==> src/rtl/bitman_pkg.sv <==
package bitman_pkg;
  localparam int unsigned BM_DW = 8;
  localparam int unsigned BM_IW = $clog2(BM_DW);

  typedef enum logic [3:0] {
    OP_SET  = 4'd0,
    OP_CLR  = 4'd1,
    OP_INV  = 4'd2,
    OP_TST  = 4'd3,
    OP_AND  = 4'd4,
    OP_ANDN = 4'd5,
    OP_OR   = 4'd6,
    OP_ORN  = 4'd7
  } bm_op_e;

  typedef struct packed {
    logic [BM_DW-1:0] data;
    logic             we;
    logic             z;
    logic             c;
    logic             illegal;
  } bm_res_t;
endpackage

==> src/rtl/bitman_sel.sv <==
module bitman_sel #(
  parameter int unsigned DW    = 8,
  parameter int unsigned REG_W = 16,
  localparam int unsigned IW   = $clog2(DW)
) (
  input  logic [IW-1:0]    imm,
  input  logic             use_reg,
  input  logic [REG_W-1:0] reg_val,
  output logic [DW-1:0]    mask
);
  logic [IW-1:0] idx;

  // Only the low index bits of the register take part in selection.
  assign idx = use_reg ? reg_val[IW-1:0] : imm;

  for (genvar g = 0; g < DW; g++) begin : g_mask
    assign mask[g] = (idx == IW'(g));
  end
endmodule

==> src/rtl/bitman_alu.sv <==
module bitman_alu
  import bitman_pkg::*;
(
  input  logic [3:0]       op,
  input  logic             use_reg,
  input  logic [BM_DW-1:0] operand,
  input  logic [BM_DW-1:0] mask,
  input  logic             z_in,
  input  logic             c_in,
  output bm_res_t          res
);
  logic sel_bit;

  assign sel_bit = |(operand & mask);

  always_comb begin
    res.data    = operand;
    res.we      = 1'b0;
    res.z       = z_in;
    res.c       = c_in;
    res.illegal = 1'b0;
    case (op)
      OP_SET: begin res.data = operand | mask;  res.we = 1'b1; end
      OP_CLR: begin res.data = operand & ~mask; res.we = 1'b1; end
      OP_INV: begin res.data = operand ^ mask;  res.we = 1'b1; end
      OP_TST: res.z = ~sel_bit;
      OP_AND: res.c = c_in & sel_bit;
      OP_OR:  res.c = c_in | sel_bit;
      OP_ANDN: begin
        if (use_reg) res.illegal = 1'b1;
        else         res.c = c_in & ~sel_bit;
      end
      OP_ORN: begin
        if (use_reg) res.illegal = 1'b1;
        else         res.c = c_in | ~sel_bit;
      end
      default: res.illegal = 1'b1;
    endcase
  end
endmodule

==> src/rtl/bitman_stage.sv <==
module bitman_stage
  import bitman_pkg::*;
(
  input  logic    clk,
  input  logic    rst,
  input  logic    s_valid,
  output logic    s_ready,
  input  bm_res_t s_res,
  output logic    m_valid,
  input  logic    m_ready,
  output bm_res_t m_res
);
  logic vld_q;

  assign s_ready = ~vld_q | m_ready;
  assign m_valid = vld_q;

  always_ff @(posedge clk) begin
    if (rst) vld_q <= 1'b0;
    else if (s_ready) vld_q <= s_valid;
  end

  always_ff @(posedge clk) begin
    if (s_valid && s_ready) m_res <= s_res;
  end
endmodule

==> src/rtl/bitman_unit.sv <==
module bitman_unit
  import bitman_pkg::*;
#(
  parameter int unsigned REG_W = 16
) (
  input  logic             clk,
  input  logic             rst,
  input  logic             in_valid,
  output logic             in_ready,
  input  logic [3:0]       in_op,
  input  logic [BM_DW-1:0] in_data,
  input  logic [BM_IW-1:0] in_imm,
  input  logic             in_use_reg,
  input  logic [REG_W-1:0] in_reg,
  input  logic             in_z,
  input  logic             in_c,
  output logic             out_valid,
  input  logic             out_ready,
  output logic [BM_DW-1:0] out_data,
  output logic             out_we,
  output logic             out_z,
  output logic             out_c,
  output logic             out_illegal
);
  logic [BM_DW-1:0] mask;
  bm_res_t          comb_res;
  bm_res_t          reg_res;

  bitman_sel #(.DW(BM_DW), .REG_W(REG_W)) u_sel (
    .imm(in_imm), .use_reg(in_use_reg), .reg_val(in_reg), .mask(mask)
  );

  bitman_alu u_alu (
    .op(in_op), .use_reg(in_use_reg), .operand(in_data), .mask(mask),
    .z_in(in_z), .c_in(in_c), .res(comb_res)
  );

  bitman_stage u_stage (
    .clk(clk), .rst(rst),
    .s_valid(in_valid), .s_ready(in_ready), .s_res(comb_res),
    .m_valid(out_valid), .m_ready(out_ready), .m_res(reg_res)
  );

  assign out_data    = reg_res.data;
  assign out_we      = reg_res.we;
  assign out_z       = reg_res.z;
  assign out_c       = reg_res.c;
  assign out_illegal = reg_res.illegal;
endmodule

==> config.mk <==
export PLATFORM = sky130hd
export DESIGN_NAME = bitman_unit
export DESIGN_NICKNAME = d
export VERILOG_FILES = /design/src/rtl/bitman_pkg.sv /design/src/rtl/bitman_sel.sv /design/src/rtl/bitman_alu.sv /design/src/rtl/bitman_stage.sv /design/src/rtl/bitman_unit.sv
export SDC_FILE = /design/constraint.sdc
export NUM_CORES = 1
export LEC_CHECK = 0
export BUFFER_PORTS_ARGS = -buffer_cell sky130_fd_sc_hd__clkbuf_2
export CELL_PAD_IN_SITES_DETAIL_PLACEMENT = 1
export CELL_PAD_IN_SITES_GLOBAL_PLACEMENT = 1
export CORE_ASPECT_RATIO = 1.4
export CORE_MARGIN = 2
export CORE_UTILIZATION = 35
export DETAILED_ROUTE_END_ITERATION = 8
export PLACE_DENSITY_LB_ADDON = 0.1
export SLEW_MARGIN = 20
export SYNTH_ARGS = -nofsm -noshare
export SYNTH_HDL_FRONTEND = slang
export SYNTH_SLANG_ARGS = --single-unit
==> constraint.sdc <==
create_clock -name clk -period 2.27 [get_ports clk]
set_input_delay 0 -clock clk [delete_from_list [all_inputs] [get_ports clk]]
set_output_delay 0 -clock clk [all_outputs]
set_load 0.01 [all_outputs]
==> results of run 1 <==
==> worst max-delay path by stage <==
stage	start	to	slack, ps	cells past startpoint
floorplan	in_use_reg	u_stage.m_res[1]	480	10
global placement	in_use_reg	u_stage.m_res[1]	150	9
detailed placement	in_use_reg	u_stage.m_res[1]	100	9
CTS	in_use_reg	u_stage.m_res[1]	360	9
global route	in_use_reg	u_stage.m_res[1]	230	9
finish	in_use_reg	u_stage.m_res[1]	370	9
==> flip-flops by register name (all words and copies together), names as in the netlist <==
name,count
u_stage.m_res,12
u_stage.m_valid,1
==> routing by layer <==
metal / track usage [%] / share of wire, % / vias up
met4: 7.86 / 1.8 / 0
met2: 31.6 / 53 / 29
met5: 0 / 0 / -
met1: 19.1 / 41 / 600
li1: - / - / 629
met3: 1.83 / 4.1 / 4
==> cells by family (layout without fill, tap and decap cells) <==
logic type,count (synthesis),in the layout
compound gates,45,45
mux,2,2
flops,13,13
fa+ha+maj,24,24
buf+inv,25,65
simple gates,44,44
==> final cells by class <==
type	count	area (sq um)
clock buffer	4	45.0
multi-input combinational	115	867
timing repair buffer	42	225
tap	42	52.6
fill	467	2030
sequential	13	380
inverter	19	71.3
==> cells in the mapped netlist (2+ instances only) <==
cell type / count / share of area, %
a211oi_1: 5 / 2.8
a21oi_1: 6 / 2.2
a22o_1: 9 / 5.9
clkbuf_1: 4 / 1.1
edfxtp_1: 12 / 27
ha_1: 24 / 22
inv_1: 19 / 5.3
nand2_1: 12 / 3.3
nand2b_1: 5 / 2.3
nand3_1: 4 / 1.5
nor2_1: 14 / 3.9
nor2b_1: 4 / 1.9
o21ai_0: 9 / 3.3
o22a_1: 3 / 2.0
o22ai_1: 5 / 2.3
o41ai_1: 2 / 1.3
or4_4: 2 / 1.7
==> layout by cell type, fill, tap and decap left out <==
cell type      Yosys  final
a211oi_1           5      5
a21oi_1            6      6
a221oi_2           1      1
a22o_1             9      9
a31o_2             1      1
a32o_1             1      1
a32oi_1            1      1
and2_1             1      1
buf_4              1      2
clkbuf_1           4      1
clkbuf_2           0     38
clkbuf_8           0      3
dfxtp_1            1      1
dlygate4sd3_1      0      2
edfxtp_1          12     12
ha_1              24     24
inv_1             19     19
mux2_2             1      1
mux2i_1            1      1
nand2_1           12     12
nand2b_1           5      5
nand3_1            4      4
nor2_1            14     14
nor2_4             1      1
nor2b_1            4      4
o21a_1             1      1
o21ai_0            9      9
o22a_1             3      3
o22ai_1            5      5
o32ai_1            1      1
o41ai_1            2      2
or2_1              1      1
or4_4              2      2
==> metrics by stage <==
step	cell area [sq um]	power (W)	setup WS (ps)	hold slack, ps	std cells
after floorplan	1350	0.000436	482	69.1	153
after global placement	1580	0.000508	151	157	229
after detailed placement	1580	0.000523	104	164	229
after CTS	1640	0.000731	358	69.4	235
after global routing	1640	0.000773	231	92.2	235
final	1640	0.000724	369	70.1	235
==> power by group through the flow <==
stage	sequential (W)	clock, W	combinational (W)
2_1_floorplan	0.000303	0	0.000132
3_3_place_gp	0.000293	0	0.000215
5_1_grt	0.000291	0.000220	0.000262
6_report	0.000289	0.000206	0.000229
4_1_cts	0.000289	0.000208	0.000233
3_5_place_dp	0.000294	0	0.000229
==> critical path: cells and delay by family <==
| kind | cells | cell delay, ps |
|---|---|---|
| and+or+nand+nor | 3 | 830 |
| muxes | 1 | 410 |
| AOI/OAI and AO/OA | 2 | 320 |
| buffers and inverters | 2 | 230 |
| adders and majority gates | 1 | 170 |
==> what timing repair did <==
action	in CTS	in global routing
hold buffers	2	0
endpoints found under the hold margin	1	0
setup endpoints to repair	0	0
==> flow_metrics.py, run 1 <==
metrics = {
    "run_status": {
        "status": "finished, final reports clean",
    },
    "hold_path": {
        "hold_start": "in_op[3]",
        "hold_path_end": "u_stage.m_res[0]",
        "hold_class": "in -> reg",
        "min_path_cells": 2,
    },
    "floorplanning": {
        "die_width_microns": 56.4,
        "core_sq_mm": 0.00368,
        "initial_utilization_pct": 36.6,
        "ios": 52,
        "die-area_sq_mm": 0.00437,
        "num_rows": 26,
        "die_h_microns": 77.4,
    },
    "route": {
        "dr.pass1.iters": 4,
        "via_per_inst": 5.37,
        "via_count": 1262,
        "drt_iter0_drc": 26,
        "drc": 0,
        "wl_per_cell_microns": 14.4,
        "wl_mm": 3.39,
        "final_antenna_net_count": 0,
    },
    "synthesis": {
        "synth_mux_area_share_pct": 1.58,
        "avgSynthCellArea_sq_um": 8.80,
        "netlist_instances": 153,
        "synth_nets": 215,
        "yosys_warnings": 0,
        "syn-cell-area_sq_mm": 0.00135,
        "synth_edf_count": 12,
        "synth-simple-area-share_pct": 16.4,
        "yosysSeqAreaShare_pct": 28.3,
        "synth-compound-area-share_pct": 24.2,
        "synthXorXnorAreaFrac_pct": 0,
        "synth_top_family_by_area": "compound AO/OA/AOI/OAI gates",
        "synth.distinct_cells": 31,
        "synth_fa_ha_area_share_pct": 22.3,
        "yosys_most_used_dff": "edfxtp_1",
        "synthArstFlopShare_pct": 0,
        "ys_ff_latch": 13,
    },
    "pwr": {
        "clockPowerShare_pct": 28.5,
        "sw_frac_of_total_pct": 30.1,
        "pwr-share-seq_pct": 39.9,
        "p_sw_w": 0.000218,
        "p_int_w": 0.000506,
        "pwr-share-comb_pct": 31.7,
        "leakage_nw": 0.809,
        "ir_worst_vdd_mv": 0.361,
        "power.density_mw_per_mm2": 441,
    },
    "clock_tree": {
        "cts_buffer_depth": 2,
        "clock_latency_ps": 250,
        "cts_setup_buffers": 0,
        "cts_made_buffers": 3,
        "cts_htree_levels": 1,
        "clockRootBuffer": "clkbuf_8",
        "cts_tree": "yes",
        "cts_resized": 0,
        "clkTransAtPathRegs_ps": 50,
        "cts_sinks": 13,
    },
    "timing": {
        "clock.fmax_mhz": 526,
        "maxSlewHeadroom_pct": 65.4,
        "fin_skew_ps": 1.15,
        "fin_tns_setup_ps": 0,
        "maxSlewViolCount": 0,
        "min_period_ps": 1900,
        "hold_violations": 0,
        "worst_pin_slew_ps": 519,
        "finalSetupViolations": 0,
        "min_period_over_period_pct": 83.8,
        "rsz0062_at_grt": "false",
    },
    "critical_path": {
        "r2r_end": "u_stage.m_res[4]",
        "crit_required_ps": 2340,
        "slowest_delay_ps": 540,
        "path_cells": "clkbuf_2 > mux2_2 > nand2_1 > inv_1 > ha_1 > or4_4 > nor2_4 > o41ai_1 > a221oi_2",
        "worstSetupPathType": "in -> reg",
        "r2r_slack_ps": 1040,
        "r2r-start": "u_stage.m_valid",
        "cp_slowest_cell": "or4_4",
        "start_kind": "input pin",
        "path_max_fanout": 8,
        "cp_data_arrival_time_ps": 1970,
        "r2r.worst_path.cells": 2,
        "crit_path_end_kind": "register",
    },
    "placement": {
        "place_congestion": 0.736,
        "io_buffer_count": 38,
        "hpwl_mm": 2.82,
    },
    "layout": {
        "n_antenna_cell": 0,
        "final_util_pct": 44.7,
        "area_growth_pct": 21.9,
        "layout.nets": 256,
        "drive_gt1_share_pct": 25.4,
    },
    "global_route": {
        "first_global_vias": 1321,
        "grt_pass1_wl_mm": 5.93,
        "overflow": 0,
        "antenna_found_initial": 0,
        "grtUsageTotal_pct": 17.1,
        "grt_start_max_net_pins": 25,
    },
    "run": {
        "maxCapViolations": 0,
    },
}
(Power assumes the default switching activity.)
==> inputs of run 2 (changes only) <==
--- a/config.mk
+++ b/config.mk
@@ -10,7 +10,7 @@
 export CELL_PAD_IN_SITES_GLOBAL_PLACEMENT = 1
 export CORE_ASPECT_RATIO = 1.4
 export CORE_MARGIN = 2
-export CORE_UTILIZATION = 35
+export CORE_UTILIZATION = 32
 export DETAILED_ROUTE_END_ITERATION = 8
 export PLACE_DENSITY_LB_ADDON = 0.1
 export SLEW_MARGIN = 20
==> constraint.sdc (replaced) <==
create_clock -name clk -period 1.7 [get_ports clk]
set_input_delay 0 -clock clk [delete_from_list [all_inputs] [get_ports clk]]
set_output_delay 0 -clock clk [all_outputs]
set_load 0.01 [all_outputs]
==> flow_metrics.py, run 2 (synthesized netlist as in run 1, its figures left out) <==
metrics = {
    "placement": {
        "hpwl_mm": 2.98,
        "place_congestion": 0.756,
        "io_buffer_count": 38,
    },
    "critical_path": {
        "crit_required_ps": 1780,
        "critical_path.endpoint": "u_stage.m_res[1]",
        "r2r-start": "u_stage.m_valid",
        "slowest_delay_ps": 550,
        "worstSetupPathType": "in -> reg",
        "r2r_slack_ps": 470,
        "start_kind": "input pin",
        "crit_path_end_kind": "register",
        "cp_data_arrival_time_ps": 1720,
        "path_max_fanout": 8,
        "cp-startpoint": "in_use_reg",
        "r2r.worst_path.cells": 2,
        "cp_slowest_cell": "or4_4",
        "path_cells": "buf_8 > mux2_4 > nand2_2 > inv_1 > ha_2 > or4_4 > nor2_4 > o41ai_2 > a221oi_2",
        "r2r_end": "u_stage.m_res[5]",
    },
    "timing": {
        "fin_tns_setup_ps": 0,
        "min_period_over_period_pct": 96.6,
        "maxSlewViolCount": 0,
        "maxSlewHeadroom_pct": 65.9,
        "clock.fmax_mhz": 609,
        "fin_skew_ps": 5.37,
        "min_period_ps": 1640,
        "hold_violations": 0,
        "rsz0062_at_grt": "true",
        "finalSetupViolations": 0,
        "worst_pin_slew_ps": 511,
    },
    "pwr": {
        "sw_frac_of_total_pct": 30.1,
        "ir_worst_vdd_mv": 0.203,
        "p_int_w": 0.000714,
        "p_sw_w": 0.000307,
        "leakage_nw": 0.914,
        "pwr-share-comb_pct": 35.8,
        "power.total_w": 0.00102,
        "clockPowerShare_pct": 26.5,
        "power.density_mw_per_mm2": 552,
        "pwr-share-seq_pct": 37.7,
    },
    "layout": {
        "drive_gt1_share_pct": 37.4,
        "n_antenna_cell": 0,
        "area_growth_pct": 37.3,
        "largest_reg_flops": 12,
        "most-common-layout-cells": "clkbuf_2, ha_1, buf_4, inv_1, nor2_1",
        "top_register": "u_stage.m_res",
        "final_common_cell": "clkbuf_2",
        "layout.nets": 274,
    },
    "clock_tree": {
        "cts_tree": "yes",
        "clock_latency_ps": 240,
        "cts_buffer_depth": 2,
        "cts_htree_levels": 1,
        "cts_made_buffers": 3,
        "clkTransAtPathRegs_ps": 60,
        "cts_sinks": 13,
        "clockRootBuffer": "clkbuf_8",
    },
    "floorplanning": {
        "die_width_microns": 58.8,
        "core_sq_mm": 0.00399,
        "die_h_microns": 80.7,
        "ios": 52,
        "die-area_sq_mm": 0.00475,
        "num_rows": 27,
        "initial_utilization_pct": 33.8,
    },
    "run_status": {
        "violations": "design-rule violations",
        "status": "complete, but fails checks",
    },
    "route": {
        "drc": 6,
        "dr.pass1.iters": 8,
        "final_antenna_net_count": 0,
        "wl_per_cell_microns": 13.9,
        "wl_mm": 3.53,
        "drt_iter0_drc": 31,
        "via_count": 1320,
        "via_per_inst": 5.20,
    },
    "global_route": {
        "first_global_vias": 1381,
        "grt_start_max_net_pins": 20,
        "grtUsageTotal_pct": 16.0,
        "overflow": 0,
        "grt_pass1_wl_mm": 5.95,
        "antenna_found_initial": 0,
    },
    "hold_path": {
        "hold_class": "in -> reg",
        "hold_start": "in_z",
    },
    "run": {
        "maxCapViolations": 0,
    },
}
[run 2: area by class of cell]
cell class / instances / area [sq um]
fill: 490 / 2140
tap: 43 / 53.8
multi-input combinational: 115 / 922
sequential: 13 / 380
clock buffer: 3 / 41.3
timing repair buffer: 60 / 374
clock inverter: 1 / 5.00
inverter: 19 / 71.3
[run 2: routing by layer]
metal	share of wire [%]	up-vias	track usage [%]
li1	-	665	-
met1	42	618	18.0
met2	53	34	30.7
met3	4.4	3	0.796
met4	0.88	0	6.14
met5	0	-	0
[run 2: worst min-delay path by stage]
stage	endpoint	slack, ps	cells after the start
after detailed placement	u_stage.m_valid	160	2
after CTS	u_stage.m_res[2]	70	3
after global routing	u_stage.m_res[0]	100	2
after global placement	u_stage.m_valid	160	2
final	u_stage.m_res[2]	70	3
after floorplan	u_stage.m_valid	70	1
[run 2: worst max-delay path, delay by kind of cell]
| family | cells | cell delay, ps |
|---|---|---|
| and+or+nand+nor | 3 | 780 |
| muxes | 1 | 350 |
| AOI/OAI and AO/OA | 2 | 280 |
| buffers and inverters | 2 | 150 |
| adders and majority gates | 1 | 150 |
[run 2: what timing repair did]
item	4_1_cts	5_1_grt
setup endpoints to repair	3	6
cloned	0	0
hold buffers	2	0
buffers inserted	0	1
hold endpoints to repair	1	0
gates resized for setup	4	10
pin swaps	1	3
[run 2: power groups by stage]
stage / registers, W / clock network [W] / logic [W]
CTS: 0.000386 / 0.000280 / 0.000353
finish: 0.000385 / 0.000270 / 0.000365
global placement: 0.000391 / 0 / 0.000325
floorplan: 0.000405 / 0 / 0.000182
global route: 0.000387 / 0.000287 / 0.000410
detailed placement: 0.000392 / 0 / 0.000345
[run 2: metrics by stage]
stage	hold slack (ps)	std cells	worst slack (ps)	instance area (sq um)	utilization, %
floorplan	69.1	153	-9.16	1370	-
global placement	156	247	-245	1720	43.2
detailed placement	158	247	-298	1720	43.2
CTS	71.8	253	21.3	1800	45.2
global route	99.1	254	-79.7	1850	46.4
finish	74.5	254	58.5	1850	46.4
